==> config.mk <==
export PLATFORM = sky130hd
export DESIGN_NAME = llsc_link_unit
export DESIGN_NICKNAME = d
export VERILOG_FILES = /design/src/rtl/llsc_pkg.sv /design/src/rtl/llsc_resv_slot.sv /design/src/rtl/llsc_cmd_fmt.sv /design/src/rtl/llsc_seq.sv /design/src/rtl/llsc_link_unit.sv
export SDC_FILE = /design/constraint.sdc
export NUM_CORES = 1
export LEC_CHECK = 0
export ABC_AREA = 1
export BUFFER_PORTS_ARGS = -buffer_cell sky130_fd_sc_hd__buf_4
export CORE_UTILIZATION = 34
export DETAILED_ROUTE_END_ITERATION = 8
export PLACE_DENSITY_LB_ADDON = 0.05
export SLEW_MARGIN = 40
export SYNTH_ARGS = -nofsm -noshare
export SYNTH_HDL_FRONTEND = slang
export SYNTH_SLANG_ARGS = --single-unit
==> constraint.sdc <==
create_clock -name clk -period 3.75 [get_ports clk]
set_input_delay 0.375 -clock clk [delete_from_list [all_inputs] [get_ports clk]]
set_output_delay 0.375 -clock clk [all_outputs]
set_load 0.005 [all_outputs]
==> src/rtl/llsc_pkg.sv <==
// Shared encodings for the requester-side atomic reservation unit.
// Assumes the processor and the memory side agree on the 2-bit op codes below.
package llsc_pkg;
    typedef enum logic [1:0] {
        OP_NONE = 2'b00,
        OP_LL   = 2'b01,
        OP_SC   = 2'b10,
        OP_WR   = 2'b11
    } op_e;

    typedef enum logic [2:0] {
        ST_IDLE,
        ST_SEND_LL,
        ST_WAIT_LL,
        ST_SEND_SC0,
        ST_SEND_SC1,
        ST_WAIT_SC,
        ST_SEND_WR,
        ST_WAIT_WR
    } st_e;
endpackage

==> src/rtl/llsc_resv_slot.sv <==
// Single reservation slot: reserved address, key, valid flag and lifetime counter.
// Assumes start, load and drop come from the sequencer. A start overrides everything
// else in the same cycle. A key is taken only while the lifetime window is still open.
module llsc_resv_slot #(
    parameter int AW     = 32,
    parameter int KW     = 32,
    parameter int LIFE_W = 31
) (
    input  logic          clk,
    input  logic          rst_n,
    input  logic          start_i,
    input  logic [AW-1:0] start_addr_i,
    input  logic          load_i,
    input  logic [KW-1:0] load_key_i,
    input  logic          drop_i,
    input  logic [AW-1:0] probe_addr_i,
    output logic          hit_o,
    output logic [KW-1:0] key_o
);
    localparam logic [LIFE_W-1:0] CNT_LAST = '1;

    logic [AW-1:0]     addr_q;
    logic [KW-1:0]     key_q;
    logic              valid_q;
    logic              armed_q;
    logic [LIFE_W-1:0] cnt_q;
    logic              expire;

    // Lifetime ends on the cycle the counter sits at its last value.
    assign expire = armed_q && (cnt_q == CNT_LAST);

    // Slot state update: start, count, key capture, invalidation.
    always_ff @(posedge clk) begin
        if (!rst_n) begin
            addr_q  <= '0;
            key_q   <= '0;
            valid_q <= 1'b0;
            armed_q <= 1'b0;
            cnt_q   <= '0;
        end else if (start_i) begin
            addr_q  <= start_addr_i;
            valid_q <= 1'b0;
            armed_q <= 1'b1;
            cnt_q   <= '0;
        end else begin
            if (armed_q) cnt_q <= cnt_q + 1'b1;
            if (load_i && armed_q && !expire) begin
                key_q   <= load_key_i;
                valid_q <= 1'b1;
            end
            if (expire || drop_i) begin
                valid_q <= 1'b0;
                armed_q <= 1'b0;
            end
        end
    end

    // Address compare against the live reservation.
    assign hit_o = valid_q && (probe_addr_i == addr_q);
    assign key_o = key_q;

    // a slot whose window closes is no longer valid on the next cycle.
    a_r9_lifetime_end: assert property (@(posedge clk) disable iff (!rst_n)
        (expire && !start_i) |=> !valid_q);

    // a key accepted inside the window makes the slot valid.
    a_r3_key_arms: assert property (@(posedge clk) disable iff (!rst_n)
        (load_i && armed_q && !expire && !drop_i && !start_i) |=> (valid_q && key_q == $past(load_key_i)));

    // a fresh start always begins without a valid reservation.
    a_r11_restart_clears: assert property (@(posedge clk) disable iff (!rst_n)
        start_i |=> !valid_q);
endmodule

==> src/rtl/llsc_cmd_fmt.sv <==
// Command beat formatter: maps sequencer state and latched request to command fields.
// Assumes the sequencer holds the request fields stable for the whole command.
module llsc_cmd_fmt
    import llsc_pkg::*;
#(
    parameter int AW = 32,
    parameter int DW = 32,
    parameter int KW = 32
) (
    input  st_e           state_i,
    input  logic [AW-1:0] req_addr_i,
    input  logic [DW-1:0] req_data_i,
    input  logic [KW-1:0] req_key_i,
    output logic          cmd_valid_o,
    output logic [1:0]    cmd_op_o,
    output logic [AW-1:0] cmd_addr_o,
    output logic [KW-1:0] cmd_key_o,
    output logic [DW-1:0] cmd_data_o,
    output logic          cmd_last_o
);
    // Beat layout for each send state.
    always_comb begin
        cmd_valid_o = 1'b0;
        cmd_op_o    = OP_NONE;
        cmd_addr_o  = '0;
        cmd_key_o   = '0;
        cmd_data_o  = '0;
        cmd_last_o  = 1'b0;
        unique case (state_i)
            ST_SEND_LL: begin
                cmd_valid_o = 1'b1;
                cmd_op_o    = OP_LL;
                cmd_addr_o  = req_addr_i;
                cmd_last_o  = 1'b1;
            end
            ST_SEND_SC0: begin
                cmd_valid_o = 1'b1;
                cmd_op_o    = OP_SC;
                cmd_addr_o  = req_addr_i;
                cmd_key_o   = req_key_i;
            end
            ST_SEND_SC1: begin
                cmd_valid_o = 1'b1;
                cmd_op_o    = OP_SC;
                cmd_data_o  = req_data_i;
                cmd_last_o  = 1'b1;
            end
            ST_SEND_WR: begin
                cmd_valid_o = 1'b1;
                cmd_op_o    = OP_WR;
                cmd_addr_o  = req_addr_i;
                cmd_data_o  = req_data_i;
                cmd_last_o  = 1'b1;
            end
            default: ;
        endcase
    end
endmodule

==> src/rtl/llsc_seq.sv <==
// Request sequencer: accepts one processor request at a time, drives the slot,
// walks the command beats and turns the memory response into a processor response.
// Assumes memory answers each command with exactly one response pulse.
module llsc_seq
    import llsc_pkg::*;
#(
    parameter int AW = 32,
    parameter int DW = 32,
    parameter int KW = 32
) (
    input  logic          clk,
    input  logic          rst_n,
    input  logic          req_valid_i,
    input  logic [1:0]    req_op_i,
    input  logic [AW-1:0] req_addr_i,
    input  logic [DW-1:0] req_data_i,
    output logic          req_ready_o,
    input  logic          hit_i,
    input  logic [KW-1:0] key_i,
    output logic          start_o,
    output logic          load_o,
    output logic          drop_o,
    input  logic          cmd_ready_i,
    output st_e           state_o,
    output logic [AW-1:0] held_addr_o,
    output logic [DW-1:0] held_data_o,
    output logic [KW-1:0] held_key_o,
    input  logic          mrsp_valid_i,
    input  logic [DW-1:0] mrsp_data_i,
    input  logic          mrsp_sc_ok_i,
    output logic          rsp_valid_o,
    output logic [DW-1:0] rsp_data_o,
    output logic          rsp_sc_ok_o
);
    st_e           state_q, state_d;
    logic          accept;
    logic          is_ll, is_sc, is_wr;
    logic          waiting;
    logic [AW-1:0] addr_q;
    logic [DW-1:0] data_q;
    logic [KW-1:0] key_q;
    logic          rsp_valid_q, rsp_ok_q;
    logic [DW-1:0] rsp_data_q;

    assign accept  = req_valid_i && (state_q == ST_IDLE);
    assign is_ll   = (req_op_i == OP_LL);
    assign is_sc   = (req_op_i == OP_SC);
    assign is_wr   = (req_op_i == OP_WR);
    assign waiting = (state_q == ST_WAIT_LL) || (state_q == ST_WAIT_SC) || (state_q == ST_WAIT_WR);

    // Slot controls derived from the accepted request and the pending response.
    always_comb begin
        start_o = accept && is_ll;
        drop_o  = accept && (is_sc || is_wr) && hit_i;
        load_o  = (state_q == ST_WAIT_LL) && mrsp_valid_i;
    end

    // Next-state selection for the single-outstanding sequencer.
    always_comb begin
        state_d = state_q;
        unique case (state_q)
            ST_IDLE: begin
                if (accept) begin
                    if (is_ll)               state_d = ST_SEND_LL;
                    else if (is_sc && hit_i) state_d = ST_SEND_SC0;
                    else if (is_wr)          state_d = ST_SEND_WR;
                end
            end
            ST_SEND_LL:  if (cmd_ready_i)  state_d = ST_WAIT_LL;
            ST_SEND_SC0: if (cmd_ready_i)  state_d = ST_SEND_SC1;
            ST_SEND_SC1: if (cmd_ready_i)  state_d = ST_WAIT_SC;
            ST_SEND_WR:  if (cmd_ready_i)  state_d = ST_WAIT_WR;
            ST_WAIT_LL,
            ST_WAIT_SC,
            ST_WAIT_WR:  if (mrsp_valid_i) state_d = ST_IDLE;
            default:                       state_d = ST_IDLE;
        endcase
    end

    // State register.
    always_ff @(posedge clk) begin
        if (!rst_n) state_q <= ST_IDLE;
        else        state_q <= state_d;
    end

    // Latch the accepted request and the key it will replay.
    always_ff @(posedge clk) begin
        if (!rst_n) begin
            addr_q <= '0;
            data_q <= '0;
            key_q  <= '0;
        end else if (accept) begin
            addr_q <= req_addr_i;
            data_q <= req_data_i;
            key_q  <= key_i;
        end
    end

    // Processor response: local failure or relayed memory answer.
    always_ff @(posedge clk) begin
        if (!rst_n) begin
            rsp_valid_q <= 1'b0;
            rsp_ok_q    <= 1'b0;
            rsp_data_q  <= '0;
        end else begin
            rsp_valid_q <= 1'b0;
            if (accept && is_sc && !hit_i) begin
                rsp_valid_q <= 1'b1;
                rsp_ok_q    <= 1'b0;
            end else if (waiting && mrsp_valid_i) begin
                rsp_valid_q <= 1'b1;
                rsp_ok_q    <= (state_q == ST_WAIT_SC) && mrsp_sc_ok_i;
                if (state_q == ST_WAIT_LL) rsp_data_q <= mrsp_data_i;
            end
        end
    end

    assign req_ready_o = (state_q == ST_IDLE);
    assign state_o     = state_q;
    assign held_addr_o = addr_q;
    assign held_data_o = data_q;
    assign held_key_o  = key_q;
    assign rsp_valid_o = rsp_valid_q;
    assign rsp_data_o  = rsp_data_q;
    assign rsp_sc_ok_o = rsp_ok_q;

    // a forwarded SC reports exactly what memory said.
    a_r6_status_relay: assert property (@(posedge clk) disable iff (!rst_n)
        ((state_q == ST_WAIT_SC) && mrsp_valid_i) |=> (rsp_valid_o && rsp_sc_ok_o == $past(mrsp_sc_ok_i)));

    // LL data reaches the processor one cycle after the memory response.
    a_r3_data_relay: assert property (@(posedge clk) disable iff (!rst_n)
        ((state_q == ST_WAIT_LL) && mrsp_valid_i) |=> (rsp_valid_o && rsp_data_o == $past(mrsp_data_i)));
endmodule

==> src/rtl/llsc_link_unit.sv <==
// Top of the requester-side LL/SC unit: sequencer, reservation slot and beat formatter.
// Assumes one response per command from the memory side and LIFE_W >= 2.
module llsc_link_unit
    import llsc_pkg::*;
#(
    parameter int AW     = 32,
    parameter int DW     = 32,
    parameter int KW     = 32,
    parameter int LIFE_W = 31
) (
    input  logic          clk,
    input  logic          rst_n,
    input  logic          cpu_req_valid,
    output logic          cpu_req_ready,
    input  logic [1:0]    cpu_req_op,
    input  logic [AW-1:0] cpu_req_addr,
    input  logic [DW-1:0] cpu_req_data,
    output logic          cpu_rsp_valid,
    output logic [DW-1:0] cpu_rsp_data,
    output logic          cpu_rsp_sc_ok,
    output logic          cmd_valid,
    input  logic          cmd_ready,
    output logic [1:0]    cmd_op,
    output logic [AW-1:0] cmd_addr,
    output logic [KW-1:0] cmd_key,
    output logic [DW-1:0] cmd_data,
    output logic          cmd_last,
    input  logic          mem_rsp_valid,
    input  logic [DW-1:0] mem_rsp_data,
    input  logic [KW-1:0] mem_rsp_key,
    input  logic          mem_rsp_sc_ok
);
    logic          hit, start, load, drop;
    logic [KW-1:0] slot_key;
    st_e           state;
    logic [AW-1:0] held_addr;
    logic [DW-1:0] held_data;
    logic [KW-1:0] held_key;

    llsc_resv_slot #(.AW(AW), .KW(KW), .LIFE_W(LIFE_W)) u_slot (
        .clk          (clk),
        .rst_n        (rst_n),
        .start_i      (start),
        .start_addr_i (cpu_req_addr),
        .load_i       (load),
        .load_key_i   (mem_rsp_key),
        .drop_i       (drop),
        .probe_addr_i (cpu_req_addr),
        .hit_o        (hit),
        .key_o        (slot_key)
    );

    llsc_seq #(.AW(AW), .DW(DW), .KW(KW)) u_seq (
        .clk          (clk),
        .rst_n        (rst_n),
        .req_valid_i  (cpu_req_valid),
        .req_op_i     (cpu_req_op),
        .req_addr_i   (cpu_req_addr),
        .req_data_i   (cpu_req_data),
        .req_ready_o  (cpu_req_ready),
        .hit_i        (hit),
        .key_i        (slot_key),
        .start_o      (start),
        .load_o       (load),
        .drop_o       (drop),
        .cmd_ready_i  (cmd_ready),
        .state_o      (state),
        .held_addr_o  (held_addr),
        .held_data_o  (held_data),
        .held_key_o   (held_key),
        .mrsp_valid_i (mem_rsp_valid),
        .mrsp_data_i  (mem_rsp_data),
        .mrsp_sc_ok_i (mem_rsp_sc_ok),
        .rsp_valid_o  (cpu_rsp_valid),
        .rsp_data_o   (cpu_rsp_data),
        .rsp_sc_ok_o  (cpu_rsp_sc_ok)
    );

    llsc_cmd_fmt #(.AW(AW), .DW(DW), .KW(KW)) u_fmt (
        .state_i     (state),
        .req_addr_i  (held_addr),
        .req_data_i  (held_data),
        .req_key_i   (held_key),
        .cmd_valid_o (cmd_valid),
        .cmd_op_o    (cmd_op),
        .cmd_addr_o  (cmd_addr),
        .cmd_key_o   (cmd_key),
        .cmd_data_o  (cmd_data),
        .cmd_last_o  (cmd_last)
    );

    // an SC with no matching reservation fails next cycle without a command.
    a_r4_local_fail: assert property (@(posedge clk) disable iff (!rst_n)
        (cpu_req_valid && cpu_req_ready && cpu_req_op == OP_SC && !hit)
        |=> (cpu_rsp_valid && !cpu_rsp_sc_ok && !cmd_valid));

    // LL and write commands are single beats.
    a_r2_single_beat: assert property (@(posedge clk) disable iff (!rst_n)
        (cmd_valid && (cmd_op == OP_LL || cmd_op == OP_WR)) |-> cmd_last);

    // an accepted SC head beat is followed by its closing beat.
    a_r5_two_beats: assert property (@(posedge clk) disable iff (!rst_n)
        (cmd_valid && cmd_ready && cmd_op == OP_SC && !cmd_last)
        |=> (cmd_valid && cmd_op == OP_SC && cmd_last));

    // a stalled beat keeps its fields.
    a_r10_beat_hold: assert property (@(posedge clk) disable iff (!rst_n)
        (cmd_valid && !cmd_ready) |=> (cmd_valid && $stable(cmd_op) && $stable(cmd_addr)
            && $stable(cmd_key) && $stable(cmd_data) && $stable(cmd_last)));

    // no new request while a command is on the wire.
    a_r10_busy: assert property (@(posedge clk) disable iff (!rst_n)
        cmd_valid |-> !cpu_req_ready);
endmodule

# ---- Yosys cells after proc, flatten, opt, wreduce, memory -nomap -nowiden
# Index checks and enable logic that the tools add are counted.
dict set report word_totals {
  regBits 230
  inputBits 136
}
dict set report op_classes {
  addsub 1
  eq_ne 19
  muxes 20
  n_bitwise 3
  reduce_logical 34
}
# op n
set ops {}
lappend ops {{$mux 32} 3}
lappend ops {{$eq 32x32->1} 1}
lappend ops {{$add 31x1->31 const B} 1}
lappend ops {{$eq 31x31->1 const B} 1}
lappend ops {{$mux 3} 9}
lappend ops {{$pmux 3 s6} 1}
lappend ops {{$logic_and 1x1->1} 14}
lappend ops {{$eq 3x3->1 const B} 4}
lappend ops {{$reduce_or 3->1} 4}
lappend ops {{$ne 2x2->1 const B} 5}
lappend ops {{$reduce_or 2->1} 4}
lappend ops {{$reduce_and 7->1} 1}
lappend ops {{$eq 3x2->1 const B} 2}
lappend ops {{$mux 1} 6}
lappend ops {{$pmux 2 s3} 1}
lappend ops {{$eq 2x2->1 const B} 2}
lappend ops {{$logic_or 1x1->1} 4}
lappend ops {{$ne 4x1->1 const B} 1}
lappend ops {{$reduce_or 4->1} 1}
lappend ops {{$eq 3x1->1 const B} 1}
lappend ops {{$logic_not 3->1} 1}
lappend ops {{$not 1->1} 3}
lappend ops {{$reduce_and 3->1} 1}
lappend ops {{$eq 2x1->1 const B} 1}
lappend ops {{other kinds (4)} 5}

# ---- Longest topological paths before layout
# Gate-level depths: netlist of run 1.
dict set report depth {
  ltp_word 7
  ltp_mapped 14
  mapped_depth_nobuf 14
}

# ---- Hierarchy
# Synthesis of run 1 repeated with hierarchy kept, for this count alone.
dict set report hier_totals {
  hier_cells 1498
  area_unflattened_um2 10229.8
}
# module instances cells_per_inst area_per_inst_um2
set modules_own_cells {}
lappend modules_own_cells {llsc_seq 1 625 4790.8}
lappend modules_own_cells {llsc_resv_slot 1 656 4531.8}
lappend modules_own_cells {llsc_cmd_fmt 1 217 907.1}

# ---- Worst setup path after synthesis of run 1
# Ideal clock, no wire load.
dict set report synth_timing {
  path_type {reg2reg}
  startpoint {register u_slot.cnt_q[0]}
  endpoint {register u_slot.cnt_q[22]}
  setup_ps 117
  arrival_ps 1593
  t_required_ps 3633
  slack_ps 2039
  stages_incl_launch_ff 12
  path_buffers 0
  cell_sequence {dfxtp_1 ha_1 nand2_1 nor2_2 nand2_1 nor2_1 nand2_1 nor2_1 inv_1 nor3_1 xnor2_1 nor2_1}
}
dict set report synth_via {
  elab_chain_cells 1
}
# element line
set synth_rtl {}
lappend synth_rtl {{from (decl)} llsc_resv_slot.sv:26} ;# logic [LIFE_W-1:0] cnt_q;
lappend synth_rtl {{from (signal assigned)} llsc_resv_slot.sv:46} ;# if (armed_q) cnt_q <= cnt_q + 1'b1;
lappend synth_rtl {{$add 31x1->31} llsc_resv_slot.sv:46}
# No other way between the ends.
# A chain may end at the register's enable or synchronous reset.

# ---- Worst setup path after layout of run 1
dict set report layout_timing {
  startpoint {register u_seq.state_q[0] (netlist: u_seq.state_o[0])}
  endpoint {register u_slot.key_q[18] (netlist: u_slot.key_o[18])}
}
dict set report layout_via {
  elab_chain_cells 5
}
# element line
set layout_rtl {}
lappend layout_rtl {{from (decl)} llsc_seq.sv:35} ;# st_e state_q, state_d;
lappend layout_rtl {{from (signal assigned)} llsc_seq.sv:83} ;# else state_q <= state_d;
lappend layout_rtl {{$eq 3x2->1 / $logic_not 3->1 (equally long branches)} {llsc_seq.sv:55, llsc_seq.sv:45}}
lappend layout_rtl {{$logic_and 1x1->1 (on tied branches)} {llsc_seq.sv:55, llsc_seq.sv:45}}
lappend layout_rtl {{$logic_and 1x1->1 (on tied branches)} {llsc_resv_slot.sv:47, llsc_seq.sv:53}}
lappend layout_rtl {{$logic_and 1x1->1 / $not 1->1 (equally long branches)} n/a}
lappend layout_rtl {{$reduce_and 2->1 (no source line) (*)} n/a}
lappend layout_rtl {{to (signal assigned)} llsc_resv_slot.sv:48} ;# key_q <= load_key_i;
lappend layout_rtl {{to (decl)} llsc_resv_slot.sv:23} ;# logic [KW-1:0] key_q;
# Every way passes the cells marked *; elsewhere a longest branch is shown, timed or not.

==> flow_summary.json, run 1 <==
{
  "final_area_mm2": 0.0128,
  "fmax_mhz": 376,
  "ys_top_cells_by_area": "dfxtp_1 (48%), nor2_1 (12%), o21ai_0 (8.4%)",
  "drt-initial-drc-count": 446,
  "ys_seq_area_frac": 0.478,
  "synth_top_area_share": 0.478,
  "tns_ns": 0,
  "die_width_um": 170,
  "crit_chain": "inv_1 -> nor2_1 -> inv_2 -> nand3_2 -> nor4_4 -> buf_4 -> nand3_4 -> clkinv_2 -> nor2_1 -> nor2_1",
  "yosys.area_share.simple": 0.223,
  "grt_max_degree": 193,
  "n_fill_cell": 2873,
  "irDropWorstVdd_v": 0.000326,
  "cellPowerDensity_mw_per_mm2": 573,
  "grt_antenna_before_repair": 1,
  "ant_nets": 0,
  "area_growth_syn_to_layout_pct": 32.7,
  "post-route-period-util": 0.709,
  "synth.distinct_cells": 34,
  "wire_per_inst_um": 13.3,
  "grt_usage": 0.177,
  "final_layout_size_suffix_gt1_frac": 0.210,
  "skew_ns": 0.00931,
  "critPathLaunchType": "register",
  "fp-row-count": 61,
  "synth_top_family_by_area": "simple AND/OR/NAND/NOR gates",
  "maxSlewViolCount": 0,
  "synth.area.mux_share": 0,
  "worstSetupPathType": "reg -> reg",
  "max_stage_delay_ns": 0.53,
  "p_leak_nw": 5.48,
  "overflow": 0,
  "r2r-start": "u_seq.state_o[0]$_SDFFE_PN0P_",
  "status": "finished, final reports clean",
  "ys_seq_elements": 230,
  "crit_top_cell": "nor2_1",
  "wl_um": 26600,
  "crit_family": "simple AND/OR/NAND/NOR gates",
  "cts_setup_buffers": 0,
  "cts_sinks": 230,
  "async_flop_share": 0,
  "htreeDepth": 1,
  "pre_cts_ws_ns": 1.07,
  "cts_tree": "built",
  "cp-end-kind": "register",
  "synth-edff-count": 0,
  "drt-pass1-iter-count": 5,
  "fp.dieH_um": 170,
  "arrival_ns": 3.08,
  "synth_nets": 1504,
  "synth-compound-area-share": 0.173,
  "cts_resized": 0,
  "dpl_cell_area_mm2": 0.0119,
  "clkTransAtPathRegs_ns": 0.06,
  "grt_pass1_wl_um": 41700,
  "post-synth-top-count-cell": "nor2_1",
  "drcViolationCount": 0,
  "fin_cells": 1998,
  "cp_max_fo": 34,
  "power_mw": 7.32,
  "syn_avg_cell_area_um2": 7.05,
  "critPathBufInv": 4,
  "clockRootBuffer": "clkbuf_16",
  "vias_per_cell": 4.52,
  "dp.cells": 1949,
  "grt_pass1_vias": 8324,
  "drv_cap": 0,
  "rsz0062_at_grt": "no",
  "initial_core_util": 0.346,
  "setup_viol": 0,
  "dp_hpwl_um": 18100,
  "netlist_top_cells_count": "nor2_1 (312), dfxtp_1 (230), inv_1 (179), o21ai_0 (161), nand2_1 (135)",
  "clock_path_buffers": 3,
  "synth_xor_area_frac": 0.0200,
  "io_pins": 271,
  "io_buffers": 270,
  "finalHoldViolCount": 0,
  "core_area_mm2": 0.0279,
  "relSlewSlack": 0.483,
  "synth_warnings": 0,
  "min-delay-start": "mem_rsp_data[11]",
  "dieArea_mm2": 0.0290,
  "setup_ws_ns": 1.09,
  "crit_required_ns": 4.17,
  "insertion_delay_ns": 0.53,
  "hp-class": "in -> reg",
  "gp_congestion": 0.800,
  "setup.worst_path.start": "u_seq.state_o[0]$_SDFFE_PN0P_",
  "hold_buffers": 0,
  "ys.flop_type": "dfxtp_1",
  "synth_adder_area_share": 0.00130,
  "vias": 9026,
  "synth_cells": 1367,
  "syn-cell-area_mm2": 0.00963,
  "post-route-min-period_ns": 2.66,
  "cts_buffers": 27,
  "crit_slowest_cell": "clkinv_2",
  "fin_nets": 1737,
  "synth_largest_area_cell": "dfxtp_1",
  "worstMarginPinSlew_ns": 0.776
}
## area by class of cell
type | count | area (um2) | share of cell area
multi-input cells | 879 | 4020 | 0.315
flip-flops and latches | 230 | 4600 | 0.360
well taps | 378 | 473 | 0.0370
clock buffers | 44 | 820 | 0.0641
clock inverters | 4 | 73.8 | 0.00577
repair buffers | 276 | 2090 | 0.163
inverters | 186 | 699 | 0.0547
diodes | 1 | 2.50 | 0.000196
## cell families (layout without fill, tap and decap cells)
family / after synthesis / in the layout
AOI/OAI and AO/OA: 331 / 331
xor gates and xnor gates: 22 / 22
buffers and inverters: 258 / 510
and+or+nand+nor: 525 / 525
adders and majority gates: 1 / 1
other: 0 / 1
DFF: 230 / 230
## sequential cells by signal, indices dropped and copies added, names as in the netlist
signal             count
u_seq.held_addr_o     32
u_seq.held_data_o     32
u_seq.held_key_o      32
u_seq.rsp_data_o      32
u_seq.rsp_sc_ok_o      1
u_seq.rsp_valid_o      1
u_seq.state_o          3
u_slot.addr_q         32
u_slot.armed_q         1
u_slot.cnt_q          31
u_slot.key_o          32
u_slot.valid_q         1
## power breakdown
group	switching (mW)	internal [mW]	leakage (nW)	total, mW
combinational	1.04	0.639	3.17	1.67
clock	1.01	1.62	0.438	2.62
sequential	0.137	2.89	1.87	3.03
total	2.18	5.15	5.48	7.32
## tightest hold or removal path: stages
cell    delay, ns
buf_4        0.08
nor2_1       0.03
nor2_1       0.08
## through the flow
stage	util	hold WS (ns)
2_1_floorplan	-	0.428
4_1_cts	0.459	0.0404
6_report	0.459	0.0659
5_1_grt	0.459	0.0573
3_5_place_dp	0.427	0.444
3_3_place_gp	0.427	0.441
## cells in the final DEF (no fill, tap or decap), types with 2 or more instances in the layout
cell type	n
inv_1	176
inv_2	8
nor2_2	4
xnor2_1	15
o21ai_0	161
nand2_1	134
clkbuf_8	8
o21ai_1	35
clkinv_2	2
o22ai_1	2
nor4_1	6
bufinv_16	2
clkbuf_16	27
a21oi_1	131
or2_2	6
buf_4	274
nand3_1	34
nor3_1	10
nand4_1	11
xor2_1	7
clkbuf_1	9
nor2_1	312
dfxtp_1	230
## worst paths after layout
| check | endpoint | slack [ns] | cells past startpoint |
|---|---|---|---|
| hold reg to reg | u_seq.held_addr_o[10]$_SDFFE_PN0P_ | 0.45 | 2 |
| setup / recovery | u_slot.key_o[18]$_SDFFE_PN0P_ | 1.09 | 10 |
| hold / removal | u_seq.rsp_data_o[11]$_SDFFE_PN0P_ | 0.07 | 3 |
| setup reg to reg | u_slot.key_o[18]$_SDFFE_PN0P_ | 1.09 | 10 |
## metal layers
metal  wire (um)  GRT usage  vias up
met1       12000      0.217     3977
met2       12100      0.307      228
met3        1910     0.0430       43
met4         571     0.0509        0
met5           0          0        -
li1            -          -     4778
Power figures use the tool's default switching activity.
==> run 2, diff against run 1 <==
==> constraint.sdc (replaced) <==
create_clock -name clk -period 2.31 [get_ports clk]
set_input_delay 0.231 -clock clk [delete_from_list [all_inputs] [get_ports clk]]
set_output_delay 0.231 -clock clk [all_outputs]
set_load 0.005 [all_outputs]
==> run 2 against run 1 <==
Die area did not move. Clock skew rose by 0.0011 ns. Sequential share of layout area fell by 3.2 points. Cell count rose by 6.3%. Clock power rose by 55%. Wire length rose by 5.6%. Highest routed layer is now met5. Largest cell class unchanged. Worst hold slack got worse by 0.048 ns. Critical endpoint is now cmd_addr[3].
==> flow_summary.json, run 2 (synthesis results as in run 1) <==
{
  "final_area_mm2": 0.0140,
  "dpl_cell_area_mm2": 0.0120,
  "ant_nets": 0,
  "whs_path_depth": 3,
  "grt_pass1_vias": 8815,
  "drt-initial-drc-count": 487,
  "initial_core_util": 0.346,
  "post-route-period-util": 0.913,
  "clockRootBuffer": "clkbuf_16",
  "area_growth_syn_to_layout_pct": 45.8,
  "min_to": "u_seq.held_data_o[10]$_SDFFE_PN0P_",
  "setup_ws_ns": 0.201,
  "insertion_delay_ns": 0.53,
  "pre_cts_ws_ns": 0.414,
  "cp-end-kind": "primary output",
  "die_width_um": 170,
  "p_leak_nw": 6.05,
  "antenna_cells": 0,
  "skew_ns": 0.0105,
  "crit_slowest_cell": "dfxtp_2",
  "r2r_slack_ns": 0.43,
  "dp_hpwl_um": 18400,
  "reg2reg_depth": 11,
  "grt_pass1_wl_um": 44100,
  "cts_tree": "built",
  "post-route-min-period_ns": 2.11,
  "fin_nets": 1866,
  "drv_cap": 0,
  "clock_path_buffers": 3,
  "grt_max_degree": 163,
  "hp-class": "in -> reg",
  "rsz0062_at_grt": "no",
  "maxSlewViolCount": 0,
  "cts_buffers": 27,
  "r2r-start": "u_slot.cnt_q[0]$_SDFFE_PP0P_",
  "vias": 9484,
  "grt_antenna_before_repair": 1,
  "fp.dieH_um": 170,
  "cp_max_fo": 32,
  "drcViolationCount": 0,
  "setup_viol": 0,
  "relSlewSlack": 0.557,
  "grt_usage": 0.186,
  "crit_family": "buffers and inverters",
  "core_area_mm2": 0.0279,
  "power_mw": 11.9,
  "critPathBufInv": 4,
  "htreeDepth": 1,
  "irDropWorstVdd_v": 0.000607,
  "status": "finished, final reports clean",
  "overflow": 0,
  "io_pins": 271,
  "final_common_cell": "nor2_1",
  "crit_required_ns": 2.08,
  "r2r_end": "u_slot.key_o[4]$_SDFFE_PN0P_",
  "critPathLaunchType": "register",
  "wire_per_inst_um": 13.2,
  "tns_ns": 0,
  "gp_congestion": 0.824,
  "finalHoldViolCount": 0,
  "dieArea_mm2": 0.0290,
  "clkTransAtPathRegs_ns": 0.06,
  "drt-pass1-iter-count": 5,
  "final_layout_size_suffix_gt1_frac": 0.206,
  "arrival_ns": 1.88,
  "wl_um": 28100,
  "fmax_mhz": 474,
  "min-delay-start": "cpu_req_data[10]",
  "vias_per_cell": 4.47,
  "crit_chain": "inv_1 -> nor2_4 -> nand2_1 -> nand2_1 -> inv_1 -> buf_4 -> nor2_1 -> buf_4",
  "worstMarginPinSlew_ns": 0.665,
  "fp-row-count": 61,
  "max_stage_delay_ns": 0.37,
  "cellPowerDensity_mw_per_mm2": 851,
  "io_buffers": 270,
  "cts_sinks": 230,
  "worstSetupPathType": "reg -> out",
  "layout_common_cells": "nor2_1 (311), buf_4 (286), dfxtp_1 (228)"
}
[run 2: changes by cell type in the layout (fill, tap and decap cells not counted), moves of 2 or more]
cell / before / now
buf_12: 1 / 4
buf_4: 274 / 286
clkbuf_1: 9 / 1
clkinv_2: 2 / 10
dfxtp_1: 230 / 228
dlygate4sd3_1: 0 / 114
inv_1: 176 / 179
inv_2: 8 / 5
[run 2: repair_timing]
item                                    in CTS  in global routing
hold buffers                               114                  0
buffers inserted                             0                  0
pin swaps                                    0                  0
endpoints found under the setup margin      26                 90
gates resized for setup                      1                  5
endpoints found under the hold margin      118                  0
[run 2: per-layer routing]
layer  vias up  track usage  routed length [um]
met1      4188        0.236               12600
li1       5030            -                   -
met3        31       0.0460                1970
met4         2       0.0388                 385
met2       233        0.319               13100
met5         -            0                  13
[run 2: per-stage QoR]
step	cells	utilization	hold WS (ns)
3_5_place_dp	1964	0.432	0.443
3_3_place_gp	1964	0.432	0.439
6_report	2123	0.504	0.0181
2_1_floorplan	1367	-	0.366
4_1_cts	2123	0.504	0.00207
5_1_grt	2123	0.504	0.0244
[run 2: worst max-delay path by stage]
| stage | start | to | slack, ns | cells after the start |
|---|---|---|---|---|
| 3_5_place_dp | u_seq.state_o[0]$_SDFFE_PN0P_ | u_slot.key_o[4]$_SDFFE_PN0P_ | 0.41 | 9 |
| 3_3_place_gp | u_seq.state_o[0]$_SDFFE_PN0P_ | u_slot.key_o[29]$_SDFFE_PN0P_ | 0.47 | 9 |
| 6_report | u_seq.state_o[2]$_SDFFE_PN0P_ | cmd_addr[3] | 0.20 | 8 |
| 2_1_floorplan | u_slot.cnt_q[0]$_SDFFE_PP0P_ | u_slot.cnt_q[22]$_SDFFE_PP0P_ | 0.60 | 11 |
| 5_1_grt | u_seq.state_o[0]$_SDFFE_PN0P_ | cmd_key[30] | 0.03 | 8 |
| 4_1_cts | u_seq.state_o[2]$_SDFFE_PN0P_ | cmd_addr[21] | 0.03 | 8 |
[run 2: cell type report]
type                            instances  area, um2
Timing Repair Buffer                  405       3380
Sequential cell                       230       4610
Fill cell                            2803      13800
Tap cell                              378        473
Inverter                              186        699
Clock buffer                           35        776
Clock inverter                         10       75.1
Multi-Input combinational cell        879       4030
[run 2: power breakdown]
group | internal, mW | switching, mW | total (mW)
Combinational | 1.21 | 1.74 | 2.95
Clock | 2.44 | 1.63 | 4.07
Sequential | 4.70 | 0.222 | 4.92
Total | 8.35 | 3.59 | 11.9
[run 2: worst register-to-register path, stage by stage, from the launching register on]
cell and delay [ns]:
dfxtp_1 0.36, ha_1 0.22, inv_1 0.07, nor2_1 0.10
nand3_1 0.07, nor3_1 0.15, nand4_1 0.18, nand3_4 0.12
clkinv_2 0.05, buf_4 0.23, nor2_1 0.17, nor2_1 0.06
==> run 3, diff against run 2 <==
==> constraint.sdc (replaced) <==
create_clock -name clk -period 2.31 [get_ports clk]
set_input_delay 0.1155 -clock clk [delete_from_list [all_inputs] [get_ports clk]]
set_output_delay 0.1155 -clock clk [all_outputs]
set_load 0.005 [all_outputs]
==> run 3 against run 2 <==
Worst hold slack gained 0.035 ns. Register-to-register slack lost 0.18 ns. Wire length grew 1.4%. Maximum frequency shrank 2.5%. Largest cell class unchanged. Highest routed layer unchanged.
==> flow_summary.json, run 3 (synthesis results as in run 1) <==
{
  "swShare": 0.300,
  "dp_hpwl_um": 18500,
  "clockRootBuffer": "clkbuf_16",
  "fmax_mhz": 463,
  "fp.dieH_um": 170,
  "ff_latch_area_mm2": 0.00461,
  "rsz0062_at_grt": "no",
  "dieArea_mm2": 0.0290,
  "pwr-share-seq": 0.406,
  "core_area_mm2": 0.0279,
  "power.internal_mw": 8.48,
  "cts_setup_buffers": 0,
  "io_buffers": 270,
  "arrival_ns": 2.05,
  "post-route-min-period_ns": 2.16,
  "critPathLaunchType": "register",
  "post-route-period-util": 0.936,
  "tns_ns": 0,
  "grt_antenna_before_repair": 2,
  "io_pins": 271,
  "overflow": 0,
  "skew_ns": 0.0103,
  "grt_pass1_vias": 8976,
  "power_switching_mw": 3.64,
  "setup_viol": 0,
  "insertion_delay_ns": 0.53,
  "fp-row-count": 61,
  "grt_pass1_wl_um": 44600,
  "initial_core_util": 0.346,
  "cp_max_fo": 32,
  "hp-class": "in -> reg",
  "worstSetupPathType": "reg -> out",
  "multi_input_area_mm2": 0.00403,
  "cts_sinks": 230,
  "worstMarginPinSlew_ns": 0.427,
  "ant_nets": 0,
  "final_layout_size_suffix_gt1_frac": 0.205,
  "n_fill_cell": 2731,
  "finalHoldViolCount": 0,
  "cts_tree": "built",
  "grt_max_degree": 107,
  "p_comb_frac": 0.249,
  "p_leak_nw": 6.15,
  "vias": 9592,
  "clkTransAtPathRegs_ns": 0.05,
  "cp-end-kind": "primary output",
  "drt-pass1-iter-count": 4,
  "area_growth_syn_to_layout_pct": 48.4,
  "status": "finished, final reports clean",
  "relSlewSlack": 0.715,
  "drv_cap": 0,
  "maxSlewViolCount": 0,
  "clkPwrFrac": 0.345,
  "drt-initial-drc-count": 519,
  "crit_required_ns": 2.19,
  "htreeDepth": 1,
  "wire_per_inst_um": 13.3,
  "die_width_um": 170,
  "final_common_cell": "nor2_1",
  "vias_per_cell": 4.47,
  "irDropWorstVdd_v": 0.000542,
  "gp_congestion": 0.801,
  "grt_usage": 0.188,
  "final_core_util": 0.513,
  "drcViolationCount": 0,
  "wl_um": 28500,
  "clock_path_buffers": 3,
  "cts_buffers": 27,
  "cellPowerDensity_mw_per_mm2": 848,
  "fin_nets": 1887,
  "layout_common_cells": "nor2_1 (310), buf_4 (287), dfxtp_1 (229)"
}
==> run 3: cell count changes in the layout (fill, tap and decap cells not counted), sizes merged <==
cell / previous run / this run
dlygate4sd3: 114 / 133
clkbuf: 35 / 39
clkinv: 11 / 7
buf: 291 / 293
diode: 0 / 2
clkinvlp: 0 / 1
inv: 184 / 185
==> run 3: layer usage <==
metal / global-route usage / share of wire / vias up
li1: - / - / 5075
met1: 0.240 / 0.46 / 4236
met2: 0.318 / 0.46 / 234
met3: 0.0423 / 0.063 / 45
met4: 0.0505 / 0.020 / 2
met5: 0 / 0.00046 / -
==> run 3: per-stage QoR <==
stage | area (um2) | power, mW | instances | setup WS [ns] | hold WS [ns]
global placement | 12100 | 7.81 | 1966 | 0.281 | 0.335
detailed placement | 12100 | 7.86 | 1966 | 0.228 | 0.342
finish | 14300 | 12.1 | 2148 | 0.148 | 0.0528
CTS | 14300 | 12.3 | 2146 | 0.0395 | 0.0479
floorplan | 9630 | 6.66 | 1367 | 0.599 | 0.250
global route | 14300 | 12.9 | 2147 | 0.0222 | 0.0632
==> run 3: cell type report <==
type                       instances  share of cell area
antenna                            2            0.000350
clock buffer                      39              0.0567
clock inverter                     8             0.00499
inverter                         186              0.0489
multi-input combinational        879               0.282
sequential                       230               0.322
tap                              378              0.0331
timing repair buffer             426               0.252
==> run 3: critical path: stages, from the launching register on <==
cell and delay (ns):
dfxtp_1 0.41, inv_1 0.12, nor2_2 0.21, nand2_1 0.10, nand2_1 0.08, inv_1 0.04
buf_4 0.22, nor2_1 0.17, buf_4 0.13
==> run 3: path summary, 6_finish.rpt <==
| path | start | endpoint | slack, ns | cells past startpoint |
|---|---|---|---|---|
| hold / removal | rst_n | u_slot.armed_q$_SDFFE_PN0P_ | 0.05 | 3 |
| setup reg to reg | u_seq.state_o[2]$_SDFFE_PN0P_ | u_seq.rsp_data_o[18]$_SDFFE_PN0P_ | 0.25 | 10 |
| setup / recovery | u_seq.state_o[2]$_SDFFE_PN0P_ | cmd_addr[5] | 0.15 | 8 |
| hold reg to reg | u_seq.held_addr_o[11]$_SDFFE_PN0P_ | u_seq.held_addr_o[11]$_SDFFE_PN0P_ | 0.45 | 2 |
==> run 3: power by group through the flow <==
stage               sequential, mW  clock, mW  combinational [mW]
floorplan                     4.96          0                1.70
global placement              4.99          0                2.83
detailed placement            5.00          0                2.86
CTS                           4.92       4.31                3.06
global route                  4.99       4.49                3.39
finish                        4.92       4.18                3.02
==> run 3: what timing repair did <==
item,CTS,global route
endpoints found under the hold margin,165,0
pin swaps,0,0
hold buffers,133,0
setup endpoints to repair,27,27
resized for setup,2,3
